`src/rtl/sdram_trk_pkg.sv`:
```
package sdram_trk_pkg;

    typedef enum logic [2:0] {
        CMD_DESEL,
        CMD_NOP,
        CMD_ACT,
        CMD_RD,
        CMD_WR,
        CMD_PRE,
        CMD_REF,
        CMD_MRS
    } cmd_e;

    typedef enum logic [2:0] {
        PS_NORMAL   = 3'd0,
        PS_PRE_PD   = 3'd1,
        PS_SELF_REF = 3'd2,
        PS_ACT_PD   = 3'd3,
        PS_SUSPEND  = 3'd4
    } pwr_e;

    typedef enum logic {
        BK_IDLE,
        BK_ACTIVE
    } bank_e;

endpackage

```
`src/rtl/sdram_cmd_decode.sv`:
```
module sdram_cmd_decode
    import sdram_trk_pkg::*;
(
    input  logic cs_n,
    input  logic ras_n,
    input  logic cas_n,
    input  logic we_n,
    output cmd_e cmd
);

    always_comb begin
        if (cs_n) begin
            cmd = CMD_DESEL;
        end else begin
            unique case ({ras_n, cas_n, we_n})
                3'b011:  cmd = CMD_ACT;
                3'b101:  cmd = CMD_RD;
                3'b100:  cmd = CMD_WR;
                3'b010:  cmd = CMD_PRE;
                3'b001:  cmd = CMD_REF;
                3'b000:  cmd = CMD_MRS;
                default: cmd = CMD_NOP;
            endcase
        end
    end

endmodule

```
`src/rtl/sdram_bank_slot.sv`:
```
module sdram_bank_slot
    import sdram_trk_pkg::*;
#(
    parameter int ROW_W = 13
) (
    input  logic             clk,
    input  logic             rst_n,
    input  logic             open_req,
    input  logic             close_req,
    input  logic [ROW_W-1:0] row_in,
    output logic             is_open,
    output logic [ROW_W-1:0] row
);

    bank_e state, state_nx;
    logic [ROW_W-1:0] row_q;

    always_comb begin
        state_nx = state;
        unique case (state)
            BK_IDLE:   if (open_req)  state_nx = BK_ACTIVE;
            BK_ACTIVE: if (close_req) state_nx = BK_IDLE;
            default:   state_nx = BK_IDLE;
        endcase
    end

    always_ff @(posedge clk or negedge rst_n) begin
        if (!rst_n) begin
            state <= BK_IDLE;
            row_q <= '0;
        end else begin
            state <= state_nx;
            if (state == BK_IDLE && open_req) row_q <= row_in;
        end
    end

    always_comb begin
        is_open = (state == BK_ACTIVE);
        row     = row_q;
    end

endmodule

```
`src/rtl/sdram_pwr_fsm.sv`:
```
module sdram_pwr_fsm
    import sdram_trk_pkg::*;
(
    input  logic       clk,
    input  logic       rst_n,
    input  logic       cke,
    input  logic       busy,
    input  logic       any_open,
    input  logic       ref_req,
    output logic [2:0] pwr_state
);

    pwr_e state, state_nx;

    always_comb begin
        state_nx = state;
        unique case (state)
            PS_NORMAL: begin
                if (!cke) begin
                    if (busy)          state_nx = PS_SUSPEND;
                    else if (any_open) state_nx = PS_ACT_PD;
                    else if (ref_req)  state_nx = PS_SELF_REF;
                    else               state_nx = PS_PRE_PD;
                end
            end
            PS_PRE_PD, PS_SELF_REF, PS_ACT_PD, PS_SUSPEND: begin
                if (cke) state_nx = PS_NORMAL;
            end
            default: state_nx = PS_NORMAL;
        endcase
    end

    always_ff @(posedge clk or negedge rst_n) begin
        if (!rst_n) state <= PS_NORMAL;
        else        state <= state_nx;
    end

    always_comb begin
        pwr_state = state;
    end

endmodule

```
`src/rtl/sdram_burst_unit.sv`:
```
module sdram_burst_unit #(
    parameter int COL_W     = 9,
    parameter int BANK_W    = 2,
    parameter int BURST_LEN = 4,
    parameter int DQM_LAT   = 2,
    parameter int LANES     = 2
) (
    input  logic              clk,
    input  logic              rst_n,
    input  logic              cke,
    input  logic              start,
    input  logic              start_wr,
    input  logic              start_ap,
    input  logic [BANK_W-1:0] start_bank,
    input  logic [COL_W-1:0]  start_col,
    input  logic [LANES-1:0]  dqm,
    output logic              busy,
    output logic              ap_close,
    output logic [BANK_W-1:0] ap_bank,
    output logic [COL_W-1:0]  col,
    output logic [LANES-1:0]  wr_mask,
    output logic [LANES-1:0]  rd_oe
);

    localparam int BL_W  = (BURST_LEN > 1) ? $clog2(BURST_LEN) : 1;
    localparam int CNT_W = BL_W + 1;

    logic [CNT_W-1:0]  cnt;
    logic              is_wr_q;
    logic              ap_q;
    logic [BANK_W-1:0] bank_q;
    logic [COL_W-1:0]  col_q;
    logic              advance;
    logic              beat;
    logic              beat_wr;
    logic              last_beat;

    logic             rb_pipe [DQM_LAT];
    logic [LANES-1:0] dm_pipe [DQM_LAT];

    always_comb begin
        busy      = (cnt != '0);
        advance   = cke && busy;
        beat      = start || advance;
        beat_wr   = start ? start_wr : is_wr_q;
        last_beat = advance && (cnt == CNT_W'(1));
        ap_close  = ap_q && (last_beat || (start && busy));
        ap_bank   = bank_q;
        col       = col_q;
    end

    always_ff @(posedge clk or negedge rst_n) begin
        if (!rst_n) begin
            cnt     <= '0;
            is_wr_q <= 1'b0;
            ap_q    <= 1'b0;
            bank_q  <= '0;
            col_q   <= '0;
            wr_mask <= '0;
        end else begin
            if (start) begin
                cnt     <= CNT_W'(BURST_LEN - 1);
                is_wr_q <= start_wr;
                ap_q    <= start_ap;
                bank_q  <= start_bank;
                col_q   <= start_col;
            end else if (advance) begin
                cnt               <= cnt - 1'b1;
                col_q[BL_W-1:0]   <= col_q[BL_W-1:0] + 1'b1;
                if (last_beat) ap_q <= 1'b0;
            end
            wr_mask <= (beat && beat_wr) ? dqm : '0;
        end
    end

    always_ff @(posedge clk or negedge rst_n) begin
        if (!rst_n) begin
            for (int j = 0; j < DQM_LAT; j++) begin
                rb_pipe[j] <= 1'b0;
                dm_pipe[j] <= '0;
            end
            rd_oe <= '0;
        end else begin
            rb_pipe[0] <= beat && !beat_wr;
            dm_pipe[0] <= dqm;
            for (int j = 1; j < DQM_LAT; j++) begin
                rb_pipe[j] <= rb_pipe[j-1];
                dm_pipe[j] <= dm_pipe[j-1];
            end
            rd_oe <= rb_pipe[DQM_LAT-1] ? ~dm_pipe[DQM_LAT-1] : '0;
        end
    end

endmodule

```
`src/rtl/sdram_cmd_tracker.sv`:
```
module sdram_cmd_tracker
    import sdram_trk_pkg::*;
#(
    parameter int ROW_W     = 13,
    parameter int COL_W     = 9,
    parameter int BANK_W    = 2,
    parameter int BURST_LEN = 4,
    parameter int DQM_LAT   = 2,
    parameter int AP_BIT    = 10,
    localparam int NBANK    = 1 << BANK_W
) (
    input  logic                   clk,
    input  logic                   rst_n,
    input  logic                   cke,
    input  logic                   cs_n,
    input  logic                   ras_n,
    input  logic                   cas_n,
    input  logic                   we_n,
    input  logic [BANK_W-1:0]      ba,
    input  logic [ROW_W-1:0]       addr,
    input  logic                   ldqm,
    input  logic                   udqm,
    output logic [NBANK-1:0]       bank_open,
    output logic [NBANK*ROW_W-1:0] bank_row,
    output logic [2:0]             pwr_state,
    output logic                   burst_active,
    output logic [COL_W-1:0]       burst_col,
    output logic [1:0]             wr_mask,
    output logic [1:0]             rd_oe,
    output logic                   cmd_err,
    output logic [ROW_W-1:0]       mode_reg,
    output logic [ROW_W-1:0]       ext_mode_reg
);

    cmd_e              cmd;
    logic [NBANK-1:0]  sel_oh;
    logic [NBANK-1:0]  open_req;
    logic [NBANK-1:0]  close_req;
    logic              tgt_open;
    logic              act_hit, rw_hit, pre_hit, mrs_hit;
    logic              rw_start;
    logic              err_d;
    logic              ap_close;
    logic [BANK_W-1:0] ap_bank;
    logic              busy;

    sdram_cmd_decode u_dec (
        .cs_n  (cs_n),
        .ras_n (ras_n),
        .cas_n (cas_n),
        .we_n  (we_n),
        .cmd   (cmd)
    );

    always_comb begin
        sel_oh   = NBANK'(1) << ba;
        tgt_open = bank_open[ba];
        act_hit  = cke && (cmd == CMD_ACT);
        rw_hit   = cke && ((cmd == CMD_RD) || (cmd == CMD_WR));
        pre_hit  = cke && (cmd == CMD_PRE);
        mrs_hit  = cke && (cmd == CMD_MRS);
        rw_start = rw_hit && tgt_open;
        err_d    = (act_hit && tgt_open) || (rw_hit && !tgt_open);
    end

    for (genvar i = 0; i < NBANK; i++) begin : g_bank
        logic [ROW_W-1:0] row_i;
        always_comb begin
            open_req[i]  = act_hit && !tgt_open && sel_oh[i];
            close_req[i] = (pre_hit && (addr[AP_BIT] || sel_oh[i]))
                         || (ap_close && (ap_bank == BANK_W'(i)));
        end
        sdram_bank_slot #(.ROW_W(ROW_W)) u_slot (
            .clk       (clk),
            .rst_n     (rst_n),
            .open_req  (open_req[i]),
            .close_req (close_req[i]),
            .row_in    (addr),
            .is_open   (bank_open[i]),
            .row       (row_i)
        );
        assign bank_row[i*ROW_W +: ROW_W] = row_i;
    end

    sdram_burst_unit #(
        .COL_W     (COL_W),
        .BANK_W    (BANK_W),
        .BURST_LEN (BURST_LEN),
        .DQM_LAT   (DQM_LAT),
        .LANES     (2)
    ) u_burst (
        .clk        (clk),
        .rst_n      (rst_n),
        .cke        (cke),
        .start      (rw_start),
        .start_wr   (cmd == CMD_WR),
        .start_ap   (addr[AP_BIT]),
        .start_bank (ba),
        .start_col  (addr[COL_W-1:0]),
        .dqm        ({udqm, ldqm}),
        .busy       (busy),
        .ap_close   (ap_close),
        .ap_bank    (ap_bank),
        .col        (burst_col),
        .wr_mask    (wr_mask),
        .rd_oe      (rd_oe)
    );

    sdram_pwr_fsm u_pwr (
        .clk       (clk),
        .rst_n     (rst_n),
        .cke       (cke),
        .busy      (busy),
        .any_open  (|bank_open),
        .ref_req   (cmd == CMD_REF),
        .pwr_state (pwr_state)
    );

    always_ff @(posedge clk or negedge rst_n) begin
        if (!rst_n) begin
            cmd_err      <= 1'b0;
            mode_reg     <= '0;
            ext_mode_reg <= '0;
        end else begin
            cmd_err <= err_d;
            if (mrs_hit) begin
                if (ba[BANK_W-1]) ext_mode_reg <= addr;
                else              mode_reg     <= addr;
            end
        end
    end

    always_comb begin
        burst_active = busy;
    end

endmodule

```
`config.mk`:
```
export PLATFORM = sky130hd
export DESIGN_NAME = sdram_cmd_tracker
export DESIGN_NICKNAME = d
export VERILOG_FILES = /design/src/rtl/sdram_trk_pkg.sv /design/src/rtl/sdram_cmd_decode.sv /design/src/rtl/sdram_bank_slot.sv /design/src/rtl/sdram_pwr_fsm.sv /design/src/rtl/sdram_burst_unit.sv /design/src/rtl/sdram_cmd_tracker.sv
export SDC_FILE = /design/constraint.sdc
export NUM_CORES = 1
export LEC_CHECK = 0
export BUFFER_PORTS_ARGS = -buffer_cell sky130_fd_sc_hd__buf_4
export CAP_MARGIN = 10
export CORE_ASPECT_RATIO = 0.6
export CORE_MARGIN = 1
export CORE_UTILIZATION = 56
export CTS_CLUSTER_DIAMETER = 80
export DETAILED_ROUTE_END_ITERATION = 16
export PLACE_DENSITY = 0.88
export SLEW_MARGIN = 25
export SYNTH_ARGS = -nofsm -noshare
export SYNTH_HDL_FRONTEND = slang
export SYNTH_SLANG_ARGS = --single-unit
```
`constraint.sdc`:
```
create_clock -name clk -period 2.6 [get_ports clk]
set_input_delay 0.26 -clock clk [delete_from_list [all_inputs] [get_ports clk]]
set_output_delay 0.26 -clock clk [all_outputs]
set_load 0.05 [all_outputs]
```
==> impl_summary.txt, run 1 <==
----------------------------------------------------
[Setup path]
  Slack of the worst reg-to-reg path ... just under 700 ps
  Critical path required time ... ~2900 ps
  Max Fanout on Critical Path ... 11
  Critical path data arrival time ... 2180 ps
  End of the critical path ... u_burst.rb_pipe[1]$_DFF_PN0_
  Count of cells along the worst register-to-register path ... 5
  Launching instance or port of the critical path ... g_bank[3].u_slot.is_open$_DFF_PN0_
  Capturing element type of the critical path ... flip-flop
  Origin of the critical flop-to-flop path ... g_bank[3].u_slot.is_open$_DFF_PN0_
  CP Class ... reg -> reg
  Reg-to-reg endpoint ... u_burst.rb_pipe[1]$_DFF_PN0_
  CP startpoint kind ... flip-flop

[Synth]
  Top cells by area in the synthesized netlist ... dfrtp_1 62%, mux2_2 16%, mux2_4 6.0%
  Fraction of the yosys area taken by sequential cells ... 0.624
  Synthesized area ... 0.00449 sq mm
  Synthesized netlist cell count ... slightly above 300
  Flip-flop and latch count after synthesis ... between 100 and 150
  Fraction of synthesis flops using an asynchronous set or reset pin ... 1.00
  Area share of the largest cell type after synthesis ... 0.624
  Commonest register cell after synthesis ... dfrtp_1
  Number of distinct library cells after synthesis ... 39
  Warnings, synthesis ... 0
  Synthesized area per cell ... roughly 15 sq um
  Synthesized netlist net count ... around 330
  Number of enable flip-flop cells after synthesis ... 0
  Largest area contributor in the synthesized netlist ... dfrtp_1

[Clocking]
  CTS HTree Levels ... 3
  Num Clock Sinks ... about 110
  Number of cells upsized or downsized after cts ... 0
  CTS tree ... built
  CTS buffer count ... 9
  Clock Tree Buf Depth ... 2
  CTS root buffer ... clkbuf_16
  Clock latency reported for the late side of the worst-skew pair ... 350 ps
  Clock-pin slew reported for the worst setup and hold paths after clock tree synthesis ... 70 ps

[Power and ir drop]
  Power density over the cells ... 979 mW/mm^2
  Cell internal power dissipation ... 3.53 mW
  Switching power as a share of total power ... 0.384
  Design Power ... approximately 5.7 mW
  Combinational group share of total power ... 0.357
  Reg power frac ... 0.396
  Net switching power figure ... approximately 2.2 mW
  Clock share of power ... 0.247
  P_leak ... between 3 and 4 nW
  Max IR drop VDD ... about 0.79 mV

[Final layout]
  Layout Nets ... ~460
  Total area of multi-input combinational cells ... between 0.0015 and 0.002 sq mm
  Number of antenna diodes ... 0
  Core Util, Final ... 0.781
  Fraction of final layout cells with drive strength greater than 1 ... 0.546
  Flip-flop and latch area ... 0.00280 sq mm
  Post-route standard cell area excluding fillers ... around 0.0059 sq mm
  Max FFs per register ... between 50 and 60
  Filler Cells Inserted ... ~500
  Relative area change from synthesis to final layout ... 30.5%

[Floorplan]
  Starting density of the core ... 0.599
  Die outline area ... between 0.008 and 0.009 sq mm
  Placeable core region ... 0.00751 sq mm
  Die X ... ~120 microns
  Height of the die ... 71.4 microns
  I/O Pins ... 124
  Number of core rows ... 24

[STA]
  Worst slew pin tran ... between 700 and 800 ps
  Clock period minus worst slack ... ~1900 ps
  Setup tns final ... 0 ps
  RSZ-0062 raised after global routing ... false
  Final setup skew ... slightly above 7 ps
  Count of endpoints failing hold in the final timing report ... 0
  Smallest setup slack after layout ... between 600 and 700 ps
  Max-slew violations ... 0
  Max Freq ... approximately 520 MHz
  Tightest slew margin relative to the limit ... 0.486
  Final period utilization ... 0.736
  Final setup fails ... 0

[Route]
  Final Routed Wirelength ... just over 10,000 microns
  Total iterations of the first detailed-routing run ... 4
  Remaining DRCs ... 0
  Per-cell via count in the routed design ... 5.45
  Routed wire length per instance ... between 15 and 20 microns
  Routed vias ... 2,945
  Antenna Violating Nets Remaining ... 0
  Count of routing violations after the opening detailed-route iteration ... roughly 120

[Global route]
  First-pass GRT wire length ... 16,700 microns
  Total grt overflow ... 0
  Total routing resource utilization after global routing ... 0.265
  Largest net degree at the start of global routing ... 53
  Vias in the first global route ... about 3,000
  Initial antenna violation count ... 0

[Status]
  Status ... completed

[Placement]
  Cell Area, Placed ... approximately 0.0055 sq mm
  Total half-perimeter wirelength after legalization and detailed placement ... between 7000 and 8000 microns
  Buffers added on ports ... ~120
  Routability-driven placement congestion ratio ... about 0.93
  Post-Place Worst Slack ... approximately 420 ps

[Worst hold path]
  Kind of path behind the tightest hold check ... in -> reg

[Job]
  Max-cap violations ... 0

----------------------------------------------------
==> cells by family after synthesis <==
kind of cell	after synthesis	synth area share
flops	112	0.624
mux	86	0.233
simple gates	50	0.0654
compound gates	25	0.0334
buf+inv	24	0.0284
xor+xnor	4	0.00780
fa+ha+maj	3	0.00835
==> per-stage QoR <==
stage / cells / hold slack [ps]
after floorplan: 304 / -35.6
after global placement: 523 / 271
after detailed placement: 523 / 272
after CTS: 540 / 18.2
after global routing: 540 / 16.8
final: 540 / 29.1
==> layout by cell type, fill, tap and decap left out, types with 2 or more instances in the layout <==
cell type  netlist  routed
a21oi_1          9       9
inv_1            6       6
nand4_1          2       2
clkbuf_8         0       2
clkbuf_16        0       9
nor3_1           2       2
nor4bb_1         3       3
nand2_1          9       9
mux2_4          18      18
or4_1            2       2
ha_1             3       3
mux2_1           2       2
nor2b_1          4       4
nand2b_1         2       2
nor2_1          10      10
o41ai_1          2       2
o221ai_1         2       2
nand3_1          6       6
xor2_1           3       3
dfrtp_1        112     112
mux2_2          65      65
o21ai_0          6       6
o21ai_1          2       2
nor4_1           2       2
clkinv_4         0       2
and4bb_2         2       2
buf_4            4     132
==> power by group through the flow <==
stage / clock (mW) / sequential, mW / combinational (mW)
floorplan: 0 / 3.13 / 0.543
global placement: 0 / 2.27 / 2.01
finish: 1.42 / 2.27 / 2.05
detailed placement: 0 / 2.30 / 2.05
global route: 1.50 / 2.31 / 2.16
CTS: 1.44 / 2.27 / 2.06
==> worst max-delay path, cell delays in order, from the launching register on <==
cell and delay (ps):
dfrtp_1 450, mux4_2 570, nand2_1 110, buf_4 180
or3b_2 440, o21ai_0 80
==> per-layer routing <==
metal  GRT usage  wire [microns]  up-vias
li1            -               -     1326
met1       0.357            4510     1480
met2       0.410            4640      127
met3      0.0924             818       12
met4      0.0840             124        0
met5           0               0        -
==> worst min path at each step <==
stage,start,to,slack (ps),cells past startpoint
2_1_floorplan,rst_n,cmd_err$_DFF_PN0_,-40,0
3_3_place_gp,rst_n,u_burst.rd_oe[0]$_DFF_PN0_,270,1
3_5_place_dp,rst_n,u_burst.rd_oe[0]$_DFF_PN0_,270,1
4_1_cts,ldqm,u_burst.dm_pipe[2]$_DFF_PN0_,20,1
5_1_grt,ldqm,u_burst.dm_pipe[2]$_DFF_PN0_,20,1
6_report,ldqm,u_burst.dm_pipe[2]$_DFF_PN0_,30,1
==> repair_timing <==
action	CTS	global route
hold buffers	1	0
hold endpoints to repair	40	0
endpoints found under the setup margin	0	0
setup buffers	0	0
==> Yosys cell counts, types with 2 or more instances <==
| cell type | number |
|---|---|
| clkbuf_1 | 6 |
| or4_1 | 2 |
| buf_4 | 4 |
| and4bb_2 | 2 |
| o221ai_1 | 2 |
| o21ai_1 | 2 |
| nor3_1 | 2 |
| xor2_1 | 3 |
| nand2_1 | 9 |
| nand2b_1 | 2 |
| nor4_1 | 2 |
| mux2_4 | 18 |
| nand3_1 | 6 |
| o21ai_0 | 6 |
| o41ai_1 | 2 |
| a21oi_1 | 9 |
| nor2b_1 | 4 |
| buf_2 | 6 |
| nor2_1 | 10 |
| mux2_1 | 2 |
| buf_6 | 2 |
| dfrtp_1 | 112 |
| nor4bb_1 | 3 |
| mux2_2 | 65 |
| nand4_1 | 2 |
| ha_1 | 3 |
| inv_1 | 6 |
==> cell type report <==
type / instances / share of cell area
clock buffer: 11 / 0.0431
clock inverter: 5 / 0.0109
inverter: 6 / 0.00384
multi-input combinational: 168 / 0.268
sequential: 112 / 0.478
tap: 104 / 0.0222
timing repair buffer: 134 / 0.174
No activity file was read; power rests on OpenSTA's default activity.
==> inputs of run 2 (changes only) <==
Settings changed: ABC_AREA set to 1, CORE_UTILIZATION 56 to 52, PLACE_DENSITY 0.88 to 0.82.
Clock period 2.6 ns to 1.8 ns, I/O delays scaled along.
==> run 2 against run 1 <==
Total power grew 48%. Die area grew 10%. Synthesized cell count grew 50%. Area after synthesis grew 2.8%. Critical path depth grew 1. Non-clock buffer count shrank 1. Register-to-register slack lost 450 ps. Sequential share of layout area shrank 0.37 points. Largest power group unchanged.
==> impl_summary.txt, run 2 <==
----------------------------------------------------
[Status]
  Status ... completed

[Worst hold path]
  Hold Crit Endpoint ... u_burst.col[0]$_DFFE_PN0P_
  Min-Delay Path Depth ... 3 (+2)
  Critical hold path startpoint ... addr[0]
  Kind of path behind the tightest hold check ... in -> reg

[Route]
  Antenna Violating Nets Remaining ... 0 (unchanged)
  Per-cell via count in the routed design ... 5.12 (-6.1%)
  Routed wire length per instance ... 16.6 microns (-11%)
  Final Routed Wirelength ... 11,600 microns (+14%)
  Count of routing violations after the opening detailed-route iteration ... 230 (+85%)
  Total iterations of the first detailed-routing run ... 5 (+1)
  Routed vias ... 3,570 (+21%)
  Remaining DRCs ... 0 (unchanged)

[Final layout]
  Number of antenna diodes ... 0 (unchanged)
  Most common cell after layout, fill and taps aside ... buf_4
  Fin cells ... 697 (+29%)
  Relative area change from synthesis to final layout ... 27.9%
  Total area of multi-input combinational cells ... 0.00150 sq mm (-4.9%)
  Max FFs per register ... 52 (unchanged)
  Fraction of final layout cells with drive strength greater than 1 ... 0.342 (-0.204)
  Leading cell types in the layout, fill and taps excluded ... 129 x buf_4, 121 x nand2_1, 112 x dfrtp_1, 43 x o21ai_0
  Flip-flop and latch area ... 0.00280 sq mm (unchanged)
  Layout Nets ... 607 (+33%)
  Post-route standard cell area excluding fillers ... 0.00591 sq mm (+0.79%)
  Filler Cells Inserted ... 654 (+34%)

[Clocking]
  CTS buffer count ... 9 (unchanged)
  CTS HTree Levels ... 3 (unchanged)
  Clock Tree Buf Depth ... 2 (unchanged)
  Num Clock Sinks ... 112 (unchanged)
  Clock-pin slew reported for the worst setup and hold paths after clock tree synthesis ... 70 ps (about the same)
  CTS root buffer ... clkbuf_16
  CTS tree ... built
  Clock latency reported for the late side of the worst-skew pair ... 350 ps (about the same)

[Synth]
  Most used standard cell by instance count after synthesis ... nand2_1
  Synthesized area ... 0.00462 sq mm (+2.8%)
  Most instantiated cells after synthesis ... 121 x nand2_1, 112 x dfrtp_1, 43 x o21ai_0
  Number of distinct library cells after synthesis ... 28 (-28%)
  Warnings, synthesis ... 0 (unchanged)
  Synthesized area per cell ... 10.2 sq um (-31%)
  Fraction of the yosys area taken by sequential cells ... 0.607 (-0.0171)
  Area share of the largest cell type after synthesis ... 0.607 (-0.0171)
  Synthesized netlist cell count ... 455 (+50%)
  Top cells by area in the synthesized netlist ... dfrtp_1 61%, nand2_1 9.8%, o21ai_2 7.4%
  Largest area contributor in the synthesized netlist ... dfrtp_1
  Commonest register cell after synthesis ... dfrtp_1
  Flip-flop and latch count after synthesis ... 112 (unchanged)
  Number of enable flip-flop cells after synthesis ... 0 (unchanged)
  Fraction of synthesis flops using an asynchronous set or reset pin ... 1.00 (unchanged)
  Synthesized netlist net count ... 482 (+46%)

[STA]
  Max Freq ... between 500 and 600 MHz
  Final setup fails ... 0 (unchanged)
  Max-slew violations ... 0 (unchanged)
  Setup tns final ... 0 ps (unchanged)
  Tightest slew margin relative to the limit ... 0.679 (+0.193)
  Clock period minus worst slack ... ~1700 ps
  Hold slack ... 68.1 ps (+39.0 ps)
  Final period utilization ... 0.959
  Final setup skew ... 5.36 ps (-1.75 ps)
  Count of endpoints failing hold in the final timing report ... 0 (unchanged)
  Worst slew pin tran ... 481 ps (-291 ps)

[Floorplan]
  Placeable core region ... 0.00856 sq mm (+14%)
  Die X ... 124 microns (+5.1%)
  Starting density of the core ... 0.540 (-0.0586)
  Number of core rows ... 26 (+8.3%)
  Die outline area ... 0.00928 sq mm (+10%)
  Height of the die ... 75.0 microns (+5.1%)
  I/O Pins ... 124 (unchanged)

[Setup path]
  Launching instance or port of the critical path ... u_burst.cnt[0]$_DFFE_PN0P_
  Capturing element type of the critical path ... output pin
  Crit path buf inv count ... 4 (+3)
  Largest stage delay on the critical path ... 390 ps (-180 ps)
  Cells along the critical path ... inv_1, ha_1, inv_1, nor2_1, inv_1, buf_4
  CP startpoint kind ... flip-flop
  Count of cells along the worst register-to-register path ... 10 (+5)
  Worst path most repeated cell ... inv_1
  Library cell contributing the largest single delay on the critical path ... dfrtp_1
  Reg-to-reg endpoint ... g_bank[0].u_slot.is_open$_DFF_PN0_
  Origin of the critical flop-to-flop path ... u_burst.cnt[0]$_DFFE_PN0P_
  Slack of the worst reg-to-reg path ... 240 ps (-450 ps)
  Critical path data arrival time ... 1550 ps (-630 ps)
  CP Class ... reg -> out
  Max Fanout on Critical Path ... 4 (-7)
  Top delay family on crit path ... buffers and inverters
  Critical path required time ... 1620 ps (-1250 ps)

[Placement]
  Total half-perimeter wirelength after legalization and detailed placement ... 8200 microns (+15%)
  Cell Area, Placed ... 0.00559 sq mm (+0.97%)
  Buffers added on ports ... 123 (unchanged)
  Routability-driven placement congestion ratio ... 0.801 (-14%)
  Placed insts ... 678 (+30%)

[Global route]
  Initial antenna violation count ... 0 (unchanged)
  Total grt overflow ... 0 (unchanged)
  First-pass GRT wire length ... 17,400 microns (+4.2%)
  Total routing resource utilization after global routing ... 0.261 (-0.00364)
  Largest net degree at the start of global routing ... 68 (+28%)
  Vias in the first global route ... 3,368 (+10%)

[Power and ir drop]
  Max IR drop VDD ... 1.04 mV (+32%)
  Power density over the cells ... 1430 mW/mm^2 (+47%)
  P_leak ... 3.09 nW (+2.2%)
  Design Power ... 8.48 mW (+48%)

[Job]
  Max-cap violations ... 0 (unchanged)

----------------------------------------------------
==> run 2: cell count changes in the layout (fill, tap and decap cells not counted), sizes merged, moves of 4 or more <==
| cell | previous run | this run |
|---|---|---|
| nand2 | 10 | 128 |
| o21ai | 8 | 96 |
| mux2 | 85 | 0 |
| inv | 7 | 44 |
| nor2 | 10 | 28 |
| a21oi | 9 | 4 |
| nand3 | 6 | 10 |
| nor2b | 4 | 0 |
==> run 2: per-layer routing <==
layer	part of all wire	GRT usage
met3	0.084	0.0750
met1	0.45	0.363
met4	0.012	0.0790
met2	0.46	0.403
met5	0	0
==> run 2: layout make-up <==
type / instances / share of cell area
clock buffer: 10 / 0.0404
clock inverter: 6 / 0.00720
inverter: 43 / 0.0294
multi-input combinational: 281 / 0.253
sequential: 112 / 0.474
tap: 112 / 0.0237
timing repair buffer: 133 / 0.172
==> run 2: worst min-delay path: stages <==
cell     delay (ps)
buf_4            90
nand2_1          40
o21ai_0          70
==> run 2: what timing repair did <==
action / in CTS / in global routing
setup buffers: 0 / 0
setup endpoints to repair: 0 / 6
hold endpoints to repair: 25 / 0
hold buffers: 3 / 0
resized for setup: 0 / 2
==> run 2: logic make-up (layout without fill, tap and decap cells) <==
group,after synthesis,in the layout,synth area share
xor gates and xnor gates,3,3,0.00569
and+or+nand+nor,174,174,0.167
adders and majority gates,3,3,0.00812
DFF,112,112,0.607
AOI/OAI and AO/OA,101,101,0.142
buffers and inverters,62,192,0.0715
==> run 2: worst max path at each step <==
stage	to	slack (ps)	cells after the start
2_1_floorplan	g_bank[0].u_slot.is_open$_DFF_PN0_	270	10
3_3_place_gp	g_bank[3].u_slot.is_open$_DFF_PN0_	230	10
3_5_place_dp	g_bank[0].u_slot.is_open$_DFF_PN0_	110	10
4_1_cts	g_bank[0].u_slot.is_open$_DFF_PN0_	90	10
5_1_grt	burst_active	-6	6
6_report	burst_active	70	6
==> run 2: where the power goes <==
group	total [mW]	switching [mW]	internal [mW]
Combinational	3.25	2.32	0.933
Clock	1.88	0.898	0.979
Sequential	3.35	0.348	3.01
==> run 2: through the flow <==
stage	utilization	setup slack [ps]
6_report	0.691	74.0
5_1_grt	0.691	-6.00
4_1_cts	0.690	91.9
3_5_place_dp	0.654	111
3_3_place_gp	0.654	231
2_1_floorplan	-	271
==> inputs of run 3 (changes only) <==
Settings changed: CORE_MARGIN 1 to 4.
==> run 3 against run 2 <==
Clock-buffer cell count rose by 2. Sequential power barely moved. Wire length rose by 1.9%. Fmax rose by 1.9%. Critical path depth did not move.
==> impl_summary.txt, run 3 (synthesis results as in run 2) <==
----------------------------------------------------
[Status]
  Status ... completed

[STA]
  Clock period minus worst slack ... 1690 ps (-31.7 ps)
  Worst slew pin tran ... 456 ps (-24.5 ps)
  Hold slack ... 92.5 ps (+24.4 ps)
  Setup tns final ... 0 ps (unchanged)
  Final setup fails ... 0 (unchanged)
  Tightest slew margin relative to the limit ... 0.696 (+0.0164)
  Max-slew violations ... 0 (unchanged)
  Final setup skew ... 4.56 ps (-0.804 ps)
  Final period utilization ... 0.941 (-0.0176)
  RSZ-0062 raised after global routing ... false
  Count of endpoints failing hold in the final timing report ... 0 (unchanged)
  Max Freq ... 590 MHz (+1.9%)

[Setup path]
  Capturing element type of the critical path ... output pin
  Origin of the critical flop-to-flop path ... u_burst.cnt[0]$_DFFE_PN0P_
  Launching instance or port of the critical path ... u_burst.cnt[0]$_DFFE_PN0P_
  Max Fanout on Critical Path ... 4 (unchanged)
  Slack of the worst reg-to-reg path ... 200 ps (-40 ps)
  Critical path required time ... 1620 ps (about the same)
  Worst path most repeated cell ... inv_1
  CP startpoint kind ... flip-flop
  Largest stage delay on the critical path ... 390 ps (about the same)
  Count of cells along the worst register-to-register path ... 10 (unchanged)
  Library cell contributing the largest single delay on the critical path ... dfrtp_1
  CP Class ... reg -> out
  Critical path data arrival time ... 1510 ps (-40 ps)
  Cells along the critical path ... inv_1, ha_1, inv_1, nor2_4, inv_1, buf_4

[Final layout]
  Max FFs per register ... 52 (unchanged)
  Leading cell types in the layout, fill and taps excluded ... 127 x buf_4, 121 x nand2_1, 112 x dfrtp_1, 43 x o21ai_0
  Most common cell after layout, fill and taps aside ... buf_4
  Layout Nets ... 606 (-0.16%)
  Number of antenna diodes ... 0 (unchanged)
  Relative area change from synthesis to final layout ... 28.8%
  Fraction of final layout cells with drive strength greater than 1 ... 0.341 (-0.00113)

[Route]
  Final Routed Wirelength ... 11,800 microns (+1.9%)
  Antenna Violating Nets Remaining ... 0 (unchanged)
  Count of routing violations after the opening detailed-route iteration ... 198 (-14%)
  Remaining DRCs ... 0 (unchanged)
  Per-cell via count in the routed design ... 5.16 (+0.76%)
  Total iterations of the first detailed-routing run ... 4 (-1)
  Routed wire length per instance ... 16.9 microns (+2.1%)
  Routed vias ... 3,592 (+0.62%)

[Floorplan]
  I/O Pins ... 124 (unchanged)
  Die outline area ... 0.0105 sq mm (+13%)
  Number of core rows ... 26 (unchanged)
  Placeable core region ... 0.00859 sq mm (+0.38%)
  Starting density of the core ... 0.538 (-0.00205)
  Height of the die ... 81.0 microns (+8.0%)
  Die X ... 130 microns (+4.9%)

[Placement]
  Routability-driven placement congestion ratio ... 0.845 (+5.5%)
  Total half-perimeter wirelength after legalization and detailed placement ... 8720 microns (+6.3%)
  Buffers added on ports ... 123 (unchanged)

[Global route]
  Total grt overflow ... 0 (unchanged)
  First-pass GRT wire length ... 18,500 microns (+6.1%)
  Total routing resource utilization after global routing ... 0.233 (-0.0276)
  Initial antenna violation count ... 0 (unchanged)
  Largest net degree at the start of global routing ... 44 (-35%)
  Vias in the first global route ... 3,516 (+4.4%)

[Job]
  Max-cap violations ... 0 (unchanged)

[Clocking]
  CTS root buffer ... clkbuf_16
  Clock Tree Buf Depth ... 2 (unchanged)
  Clock latency reported for the late side of the worst-skew pair ... 350 ps (about the same)
  CTS tree ... built
  Clock-pin slew reported for the worst setup and hold paths after clock tree synthesis ... 70 ps (about the same)
  Num Clock Sinks ... 112 (unchanged)
  CTS buffer count ... 9 (unchanged)
  CTS HTree Levels ... 3 (unchanged)

[Worst hold path]
  Min-Delay Path Depth ... 3 (unchanged)
  Critical hold path startpoint ... addr[0]
  Kind of path behind the tightest hold check ... in -> reg

[Power and ir drop]
  Max IR drop VDD ... 0.909 mV (-13%)
  Power density over the cells ... 1460 mW/mm^2 (+1.6%)
  P_leak ... 3.10 nW (+0.26%)

----------------------------------------------------
==> run 3: critical path: cells and delay by family (launching register included) <==
kind                     cells  cell delay [ps]
buffers and inverters        4              470
flip-flops                   1              390
adder cells (fa/ha/maj)      1              170
AND/OR/NAND/NOR              1              130
==> run 3: final cells by class <==
| type | count | area, sq um |
|---|---|---|
| well taps | 112 | 140 |
| clock buffers | 12 | 256 |
| flip-flops and latches | 112 | 2800 |
| repair buffers | 132 | 1020 |
| clock inverters | 4 | 51.3 |
| multi-input cells | 281 | 1500 |
| inverters | 43 | 174 |
| fillers | 674 | 2640 |
==> run 3: metrics by stage <==
stage | setup slack [ps] | util | instance area (sq um) | cells | total power [mW]
4_1_cts | 77.4 | 0.692 | 5940 | 696 | 8.73
5_1_grt | 45.3 | 0.693 | 5950 | 696 | 9.09
3_3_place_gp | 201 | 0.652 | 5600 | 677 | 6.55
2_1_floorplan | 271 | - | 4620 | 455 | 5.61
6_report | 106 | 0.693 | 5950 | 696 | 8.68
3_5_place_dp | 109 | 0.652 | 5600 | 677 | 6.66
==> run 3: routing by layer <==
metal  GRT usage  vias to the layer above  routed length (microns)
met5           0                        -                        0
li1            -                     1709                        -
met4      0.0591                        0                       98
met1       0.335                     1745                     5470
met3      0.0637                        9                      938
met2       0.357                      129                     5260
==> run 3: where the power goes <==
group	internal [mW]	switching, mW	leakage (nW)	total (mW)
Combinational	0.943	2.35	1.47	3.29
Sequential	3.01	0.365	1.48	3.37
Clock	1.16	0.857	0.149	2.02
==> run 3: path summary, 6_finish.rpt <==
| path | end |
|---|---|
| max | burst_active |
| min | u_burst.col[0]$_DFFE_PN0P_ |
| max reg2reg | g_bank[0].u_slot.is_open$_DFF_PN0_ |
| min reg2reg | u_burst.rb_pipe[0]$_DFF_PN0_ |
| max in group asynchronous | g_bank[1].u_slot.row[11]$_DFFE_PN0P_ |
| min in group asynchronous | u_burst.col[4]$_DFFE_PN0N_ |
==> run 3: repair_timing <==
action                                  4_1_cts  5_1_grt
endpoints found under the hold margin        31        0
endpoints found under the setup margin        4        4
hold buffers                                  3        0
setup buffers                                 0        0
resized for setup                             2        2
